<file path="src/rtl/dma_csr_pkg.sv">
package dma_csr_pkg;
  localparam int unsigned NUM_CH       = 2;
  localparam int unsigned CH_WIN_BYTES = 48;
  localparam int unsigned WIDX_W       = 4;
  localparam int unsigned WORDS        = 2 ** WIDX_W;

  localparam int unsigned CTRL_IDX = 0;
  localparam int unsigned STS_IDX  = 1;
  localparam int unsigned CUR_IDX  = 2;
  localparam int unsigned TAIL_IDX = 4;

  localparam int unsigned RUN_BIT   = 0;
  localparam int unsigned TPM_BIT   = 1;
  localparam int unsigned SRST_BIT  = 2;
  localparam int unsigned HALT_BIT  = 0;
  localparam int unsigned IDLE_BIT  = 1;
  localparam int unsigned IOC_BIT   = 12;
  localparam int unsigned DLY_BIT   = 13;
  localparam int unsigned IRQ_LSB   = 12;
  localparam int unsigned IRQ_W     = 3;
  localparam int unsigned THR_LSB   = 16;

  localparam logic [31:0] CTRL_RST = 32'h0001_0000;
  localparam logic [15:0] STS_RST  = 16'h0001;

  typedef struct packed {
    logic halt;
    logic idle;
    logic ioc;
    logic dly;
  } dma_evt_t;

  function automatic logic [31:0] sts_word(logic [7:0] dly, logic [7:0] coal, logic [15:0] sts);
    return {dly, coal, sts};
  endfunction
endpackage

</file>
<file path="src/rtl/dma_csr_decode.sv">
module dma_csr_decode
  import dma_csr_pkg::*;
#(
  parameter int unsigned ADDR_W = 8
) (
  input  logic                  req_i,
  input  logic                  we_i,
  input  logic [ADDR_W-1:0]     addr_i,
  output logic                  ch_o,
  output logic [WIDX_W-1:0]     widx_o,
  output logic [NUM_CH-1:0]     wr_en_o,
  output logic [NUM_CH-1:0]     rd_en_o
);
  assign ch_o   = 1'(addr_i / ADDR_W'(CH_WIN_BYTES));
  assign widx_o = WIDX_W'((addr_i % ADDR_W'(CH_WIN_BYTES)) >> 2);

  for (genvar c = 0; c < NUM_CH; c++) begin : g_sel
    assign wr_en_o[c] = req_i &&  we_i && (ch_o == 1'(c));
    assign rd_en_o[c] = req_i && !we_i && (ch_o == 1'(c));
  end
endmodule

</file>
<file path="src/rtl/dma_csr_chan.sv">
module dma_csr_chan
  import dma_csr_pkg::*;
#(
  parameter bit IS_TX = 1'b0
) (
  input  logic              clk_i,
  input  logic              rst_ni,
  input  logic              wr_en_i,
  input  logic              rd_en_i,
  input  logic [WIDX_W-1:0] widx_i,
  input  logic [31:0]       wdata_i,
  input  dma_evt_t          evt_i,
  input  logic [7:0]        coal_cnt_i,
  input  logic [7:0]        dly_cnt_i,
  output logic [31:0]       rd_word_o,
  output logic              irq_o,
  output logic              run_o,
  output logic              soft_rst_o,
  output logic              start_o,
  output logic              coal_reload_o,
  output logic [7:0]        coal_thresh_o,
  output logic [31:0]       cur_desc_o,
  output logic [31:0]       tail_desc_o
);
  logic [31:0] ctrl_q, ctrl_d;
  logic [15:0] sts_q, sts_d;
  logic [31:0] word_q [WORDS];
  logic        ctrl_wr, ctrl_rd, sts_wr, tail_wr;
  logic [31:0] ctrl_new;

  assign ctrl_wr = wr_en_i && (widx_i == WIDX_W'(CTRL_IDX));
  assign ctrl_rd = rd_en_i && (widx_i == WIDX_W'(CTRL_IDX));
  assign sts_wr  = wr_en_i && (widx_i == WIDX_W'(STS_IDX));
  assign tail_wr = wr_en_i && (widx_i == WIDX_W'(TAIL_IDX));

  // tail-pointer mode pinned, pending soft reset survives the write
  assign ctrl_new = wdata_i | (32'd1 << TPM_BIT) | (ctrl_q & (32'd1 << SRST_BIT));

  always_comb begin
    ctrl_d = ctrl_q;
    if (ctrl_wr)      ctrl_d = ctrl_new;
    else if (ctrl_rd) ctrl_d[SRST_BIT] = 1'b0;
  end

  always_comb begin
    sts_d = sts_q;
    if (ctrl_wr) begin
      if (ctrl_new[SRST_BIT]) begin
        sts_d = STS_RST;
      end else if (ctrl_new[RUN_BIT]) begin
        sts_d[HALT_BIT] = 1'b0;
        sts_d[IDLE_BIT] = 1'b0;
      end
    end
    if (sts_wr) begin
      sts_d = wdata_i[15:0];
      sts_d[IRQ_LSB +: IRQ_W] = sts_q[IRQ_LSB +: IRQ_W] & ~wdata_i[IRQ_LSB +: IRQ_W];
    end
    if (tail_wr) sts_d[IDLE_BIT] = 1'b0;
    // hardware events take priority over same-cycle bus updates
    if (evt_i.halt) sts_d[HALT_BIT] = 1'b1;
    if (evt_i.idle) sts_d[IDLE_BIT] = 1'b1;
    if (evt_i.ioc)  sts_d[IOC_BIT]  = 1'b1;
    if (evt_i.dly)  sts_d[DLY_BIT]  = 1'b1;
  end

  always_ff @(posedge clk_i or negedge rst_ni) begin
    if (!rst_ni) begin
      ctrl_q        <= CTRL_RST;
      sts_q         <= STS_RST;
      coal_reload_o <= 1'b0;
    end else begin
      ctrl_q        <= ctrl_d;
      sts_q         <= sts_d;
      coal_reload_o <= ctrl_wr;
    end
  end

  for (genvar i = 0; i < WORDS; i++) begin : g_word
    if (i == CTRL_IDX || i == STS_IDX) begin : g_none
      assign word_q[i] = '0;
    end else begin : g_store
      always_ff @(posedge clk_i or negedge rst_ni) begin
        if (!rst_ni)                                   word_q[i] <= '0;
        else if (wr_en_i && widx_i == WIDX_W'(i))      word_q[i] <= wdata_i;
      end
    end
  end

  if (IS_TX) begin : g_tx
    always_ff @(posedge clk_i or negedge rst_ni) begin
      if (!rst_ni) start_o <= 1'b0;
      else         start_o <= tail_wr;
    end
  end else begin : g_rx
    assign start_o = 1'b0;
  end

  always_comb begin
    case (widx_i)
      WIDX_W'(CTRL_IDX): rd_word_o = ctrl_q & ~(32'd1 << SRST_BIT);
      WIDX_W'(STS_IDX):  rd_word_o = sts_word(dly_cnt_i, coal_cnt_i, sts_q);
      default:           rd_word_o = word_q[widx_i];
    endcase
  end

  assign irq_o         = |(sts_q[IRQ_LSB +: IRQ_W] & ctrl_q[IRQ_LSB +: IRQ_W]);
  assign run_o         = ctrl_q[RUN_BIT];
  assign soft_rst_o    = ctrl_q[SRST_BIT];
  assign coal_thresh_o = ctrl_q[THR_LSB +: 8];
  assign cur_desc_o    = word_q[CUR_IDX];
  assign tail_desc_o   = word_q[TAIL_IDX];

  a_r3_tpm_forced: assert property (@(posedge clk_i) disable iff (!rst_ni)
    ctrl_wr |=> ctrl_q[TPM_BIT]);
  a_r4_srst_read_clear: assert property (@(posedge clk_i) disable iff (!rst_ni)
    ctrl_rd |=> !soft_rst_o);
  a_r5_srst_halts: assert property (@(posedge clk_i) disable iff (!rst_ni)
    (ctrl_wr && wdata_i[SRST_BIT] && !evt_i.idle && !evt_i.ioc && !evt_i.dly)
      |=> (sts_q == STS_RST));
  a_r7_w1c_all: assert property (@(posedge clk_i) disable iff (!rst_ni)
    (sts_wr && (&wdata_i[IRQ_LSB +: IRQ_W]) && !evt_i.ioc && !evt_i.dly) |=> !irq_o);
  a_r10_halt_evt: assert property (@(posedge clk_i) disable iff (!rst_ni)
    evt_i.halt |=> sts_q[HALT_BIT]);
  a_r11_tail_clears_idle: assert property (@(posedge clk_i) disable iff (!rst_ni)
    (tail_wr && !evt_i.idle) |=> !sts_q[IDLE_BIT]);
  a_r12_reload: assert property (@(posedge clk_i) disable iff (!rst_ni)
    ctrl_wr |=> (coal_reload_o && coal_thresh_o == $past(wdata_i[THR_LSB +: 8])));
  if (IS_TX) begin : g_tx_chk
    a_r11_start_pulse: assert property (@(posedge clk_i) disable iff (!rst_ni)
      tail_wr |=> start_o);
  end
endmodule

</file>
<file path="src/rtl/dma_csr_top.sv">
module dma_csr_top
  import dma_csr_pkg::*;
#(
  parameter int unsigned ADDR_W = 8
) (
  input  logic                clk_i,
  input  logic                rst_ni,
  input  logic                req_i,
  input  logic                we_i,
  input  logic [ADDR_W-1:0]   addr_i,
  input  logic [31:0]         wdata_i,
  output logic                rvalid_o,
  output logic [31:0]         rdata_o,
  output logic [1:0]          irq_o,
  output logic [1:0]          run_o,
  output logic [1:0]          soft_rst_o,
  output logic                start_o,
  output logic [1:0]          coal_reload_o,
  output logic [15:0]         coal_thresh_o,
  output logic [63:0]         cur_desc_o,
  output logic [63:0]         tail_desc_o,
  input  logic [1:0]          halt_set_i,
  input  logic [1:0]          idle_set_i,
  input  logic [1:0]          ioc_set_i,
  input  logic [1:0]          dly_set_i,
  input  logic [15:0]         coal_cnt_i,
  input  logic [15:0]         dly_cnt_i
);
  logic                ch_sel;
  logic [WIDX_W-1:0]   widx;
  logic [NUM_CH-1:0]   wr_en, rd_en, start_w;
  logic [31:0]         rd_word_w [NUM_CH];
  dma_evt_t            evt_w [NUM_CH];

  dma_csr_decode #(.ADDR_W(ADDR_W)) u_decode (
    .req_i   (req_i),
    .we_i    (we_i),
    .addr_i  (addr_i),
    .ch_o    (ch_sel),
    .widx_o  (widx),
    .wr_en_o (wr_en),
    .rd_en_o (rd_en)
  );

  for (genvar c = 0; c < NUM_CH; c++) begin : g_ch
    assign evt_w[c] = '{halt: halt_set_i[c], idle: idle_set_i[c],
                        ioc: ioc_set_i[c], dly: dly_set_i[c]};
    dma_csr_chan #(.IS_TX(c == 0)) u_chan (
      .clk_i         (clk_i),
      .rst_ni        (rst_ni),
      .wr_en_i       (wr_en[c]),
      .rd_en_i       (rd_en[c]),
      .widx_i        (widx),
      .wdata_i       (wdata_i),
      .evt_i         (evt_w[c]),
      .coal_cnt_i    (coal_cnt_i[8*c +: 8]),
      .dly_cnt_i     (dly_cnt_i[8*c +: 8]),
      .rd_word_o     (rd_word_w[c]),
      .irq_o         (irq_o[c]),
      .run_o         (run_o[c]),
      .soft_rst_o    (soft_rst_o[c]),
      .start_o       (start_w[c]),
      .coal_reload_o (coal_reload_o[c]),
      .coal_thresh_o (coal_thresh_o[8*c +: 8]),
      .cur_desc_o    (cur_desc_o[32*c +: 32]),
      .tail_desc_o   (tail_desc_o[32*c +: 32])
    );
  end

  assign start_o = |start_w;

  always_ff @(posedge clk_i or negedge rst_ni) begin
    if (!rst_ni) begin
      rvalid_o <= 1'b0;
      rdata_o  <= '0;
    end else begin
      rvalid_o <= req_i && !we_i;
      if (req_i && !we_i) rdata_o <= rd_word_w[ch_sel];
    end
  end

  a_r13_rvalid_follows: assert property (@(posedge clk_i) disable iff (!rst_ni)
    (req_i && !we_i) |=> rvalid_o);
  a_r13_rvalid_single: assert property (@(posedge clk_i) disable iff (!rst_ni)
    !(req_i && !we_i) |=> !rvalid_o);
  a_r11_start_tx_only: assert property (@(posedge clk_i) disable iff (!rst_ni)
    $onehot0(start_w) && !start_w[1]);
endmodule

</file>
<file path="config.mk">
export PLATFORM = sky130hd
export DESIGN_NAME = dma_csr_top
export DESIGN_NICKNAME = d
export VERILOG_FILES = /design/src/rtl/dma_csr_pkg.sv /design/src/rtl/dma_csr_decode.sv /design/src/rtl/dma_csr_chan.sv /design/src/rtl/dma_csr_top.sv
export SDC_FILE = /design/constraint.sdc
export NUM_CORES = 1
export LEC_CHECK = 0
export BUFFER_PORTS_ARGS = -buffer_cell sky130_fd_sc_hd__buf_2
export CORE_ASPECT_RATIO = 0.9
export CORE_UTILIZATION = 50
export DETAILED_ROUTE_END_ITERATION = 7
export PLACE_DENSITY_LB_ADDON = 0.3
export REMOVE_ABC_BUFFERS = 1
export SLEW_MARGIN = 10
export SYNTH_ARGS = -nofsm -noshare
export SYNTH_HDL_FRONTEND = slang
export SYNTH_HIERARCHICAL = 1
export SYNTH_SLANG_ARGS = --single-unit
</file>
<file path="constraint.sdc">
create_clock -name clk_i -period 6 [get_ports clk_i]
set_clock_uncertainty 0.05 [all_clocks]
set_input_delay 1.2 -clock clk_i [delete_from_list [all_inputs] [get_ports clk_i]]
set_output_delay 1.2 -clock clk_i [all_outputs]
set_load 0.02 [all_outputs]
</file>
==> results by group <==
Outcome
  – Status: finished with violations
  – Failing checks: design-rule violations

Placed design
  – # port buffers: 267
  – Pre-CTS setup slack: 1.12 ns
  – Placement Cell Area: 0.0504 mm2
  – Placer Congestion: 0.817
  – Post-DP HPWL: 84.5 mm

Power and ir drop
  – Pwr Density: 355 mW/mm2
  – Flop pwr share: 0.465
  – Comb pwr share: 0.186
  – Total power: 19.1 mW
  – Sw power: 5.29 mW
  – Peak supply drop: 0.323 mV
  – Clock network power share: 0.349
  – Cell-internal power: 13.8 mW
  – Switching part of the total power: 0.276
  – Pleak: 26.2 nW

Synth
  – Unique cell type count in the Yosys netlist: 65
  – Gate Count Post-Synth: 3523
  – Seq/Total Area, Yosys: 0.528
  – Area leader, netlist: dfrtp_1
  – Netlist Area Pre-Place: 0.0488 mm2
  – Share of async-settable or async-resettable flops after synthesis: 1.00
  – Post-synthesis register bit count: 1028
  – Top_reg_cell synth: dfrtp_1
  – Top cells by count, synth: 1024 x dfrtp_1, 856 x mux2_2, 364 x mux2i_1, 207 x buf_4, 128 x nand2_1
  – Post-synth EDFFs: 0
  – Avg Inst Size Synth: 13.8 um2
  – Count leader, synth: dfrtp_1
  – Synth area leaders: dfrtp_1 53%, mux2_2 20%, mux2i_1 7.5%, buf_4 3.2%, mux2_4 2.8%
  – Yosys Warn Count: 6
  – Synth top area share: 0.525

Route
  – Total wire length: 131 mm
  – DR pass1 iterations: 8
  – Number of remaining DRC errors: 1
  – DR vias: 30000
  – DR iter-0 viols: 2382
  – DR vias/cell: 6.08
  – Routed WL per cell: 26.7 um
  – Antenna Nets Post-Route: 0

Timing
  – Slew @ Worst Pin: 1.20 ns
  – Final Hold Viols: 0
  – Minimum clock period: 4.27 ns
  – Final Slew Violations: 0
  – Final Worst Setup Slack: 1.73 ns
  – Share of the clock period used by the worst path: 0.711
  – RSZ-0062 raised after global routing: no
  – Fmax achieved: 234 MHz
  – Max_slew headroom: 0.199
  – Final setup viols: 0

Final layout
  – Share of cells above drive strength 1: 0.441
  – FF/Latch Area: 0.0257 mm2
  – Multi-input logic area: 0.0205 mm2
  – Final Instance Area: 0.0539 mm2
  – Syn-to-layout area delta: 10.5%
  – Layout fillers: 7869
  – NumNets Final: 3664

Clock tree
  – CTS buffer count: 105
  – Clk Latency, worst-skew pair: 0.68 ns
  – Root buf cell: clkbuf_16
  – Clk sinks: 1028
  – CTS Hold Bufs: 0
  – Clock-pin slew on the worst setup and hold paths: 0.06 ns
  – CTS tree: built
  – H-tree depth: 3
  – CTS resizes: 0
  – Setup Fix Bufs, Post-CTS: 0
  – Clock tree buffer depth: 3

GRT
  – Number of global-route vias before repair: 30600
  – Initial antenna violation count: 1
  – First-pass GRT wire length: 200 mm
  – Largest net degree at the start of global routing: 158
  – Total congestion overflow: 0
  – GR Util All Layers: 0.267

Critical path
  – CP Data Arrival Time: 4.76 ns
  – Setup CP Type: input port to flop
  – CP startpoint kind: input port
  – Crit path required time: 6.49 ns
  – CP endpoint kind: flop
  – Crit Path Max Fanout: 32

Floorplanning
  – Core Footprint: 0.0965 mm2
  – Die Wd: 331 um
  – Rows: 108
  – Io pins: 270
  – Die Height: 298 um
  – Die ar.: 0.0988 mm2
  – Starting density of the core: 0.506

Job
  – Count of maximum capacitance violations: 0

Hold path
  – Worst Hold Class: flop to flop
-- final timing paths --
check | from | end | slack, ns | cells past startpoint
setup / recovery | addr_i[6] | g_ch[1].u_chan/word_q[81] | 1.73 | 9
hold / removal | g_ch[0].u_chan/ctrl_q[1] | g_ch[0].u_chan/ctrl_q[1] | 0.42 | 1
setup reg to reg | g_ch[0].u_chan/word_q[162] | rdata_o[2] | 3.88 | 6
hold reg to reg | g_ch[0].u_chan/ctrl_q[1] | g_ch[0].u_chan/ctrl_q[1] | 0.42 | 1
max in group asynchronous | rst_ni | g_ch[0].u_chan/tail_desc_o[3] | 3.91 | 2
min in group asynchronous | rst_ni | g_ch[1].u_chan/cur_desc_o[22] | 0.58 | 1
-- metrics by stage --
step                      TNS (ns)  hold WS (ns)  instances  utilization
final                            0         0.417       4927        0.559
after CTS                        0         0.412       4926        0.559
after global placement           0         0.396       4738        0.522
after global routing             0         0.440       4926        0.559
after detailed placement         0         0.399       4738        0.522
after floorplan           -7972.48         0.380       3083            -
-- state kept, by name, summed over array words and instances (netlist names) --
name	flops
g_ch.u_chan/coal_reload_o	2
g_ch.u_chan/ctrl_q	64
g_ch.u_chan/cur_desc_o	64
g_ch.u_chan/start_o	1
g_ch.u_chan/sts_q	32
g_ch.u_chan/tail_desc_o	64
g_ch.u_chan/word_q	768
rdata_o	32
rvalid_o	1
-- layer usage --
metal  GRT usage  up-vias  share of wire
met5           0        -              0
met4      0.0699        0          0.025
met3      0.0526      192          0.068
met2       0.408      992           0.45
met1       0.389    16000           0.45
li1            -    12800              -
-- power groups by stage --
| stage | Combinational (mW) | Clock, mW | Sequential [mW] |
|---|---|---|---|
| final | 3.55 | 6.68 | 8.90 |
| after global routing | 3.81 | 7.08 | 9.05 |
| after CTS | 3.58 | 6.80 | 8.88 |
| after detailed placement | 3.57 | 0 | 9.00 |
| after global placement | 3.49 | 0 | 8.95 |
| after floorplan | 2.08 | 0 | 9.08 |
-- placed cells by master, fill, tap and decap left out, types with 22 or more instances in the layout --
cell | Yosys | routed
mux2_2 | 856 | 856
mux2i_1 | 364 | 364
a22o_1 | 22 | 22
buf_12 | 3 | 23
clkbuf_16 | 0 | 106
a21oi_1 | 56 | 56
buf_4 | 207 | 100
mux4_2 | 46 | 46
mux2_1 | 74 | 74
o21ai_1 | 41 | 41
dfrtp_1 | 1024 | 1024
buf_2 | 92 | 264
mux2_4 | 90 | 90
a222oi_1 | 54 | 54
nand3_1 | 61 | 59
o22ai_1 | 104 | 104
nand2_1 | 128 | 127
clkbuf_8 | 0 | 30
nor2_4 | 2 | 22
-- critical path, cell delays in order --
cell and delay, ns:
buf_2 0.13, inv_2 0.06, or3_1 0.46, a31oi_4 0.62, buf_4 0.63, nand3_1 0.47, nor2_4 0.43, buf_4 0.35
mux2_2 0.37
-- cell type report --
| class | instances | area share |
|---|---|---|
| diodes | 1 | 0.0000464 |
| multi-input cells | 2046 | 0.379 |
| clock buffers | 156 | 0.0583 |
| flip-flops and latches | 1028 | 0.477 |
| well taps | 1265 | 0.0294 |
| repair buffers | 390 | 0.0477 |
| inverters | 9 | 0.000627 |
| clock inverters | 32 | 0.00720 |
-- kinds of logic (layout without fill, tap and decap cells) --
| kind of cell | Yosys count | in the layout | synth area share |
|---|---|---|---|
| compound gates | 339 | 339 | 0.0476 |
| xor+xnor | 1 | 1 | 0.000180 |
| buf+inv | 449 | 587 | 0.0576 |
| flops | 1028 | 1028 | 0.528 |
| mux | 1430 | 1430 | 0.338 |
| other cells | 1 | 2 | 0.0000769 |
| simple gates | 275 | 275 | 0.0287 |
Power figures use the tool's default switching activity.
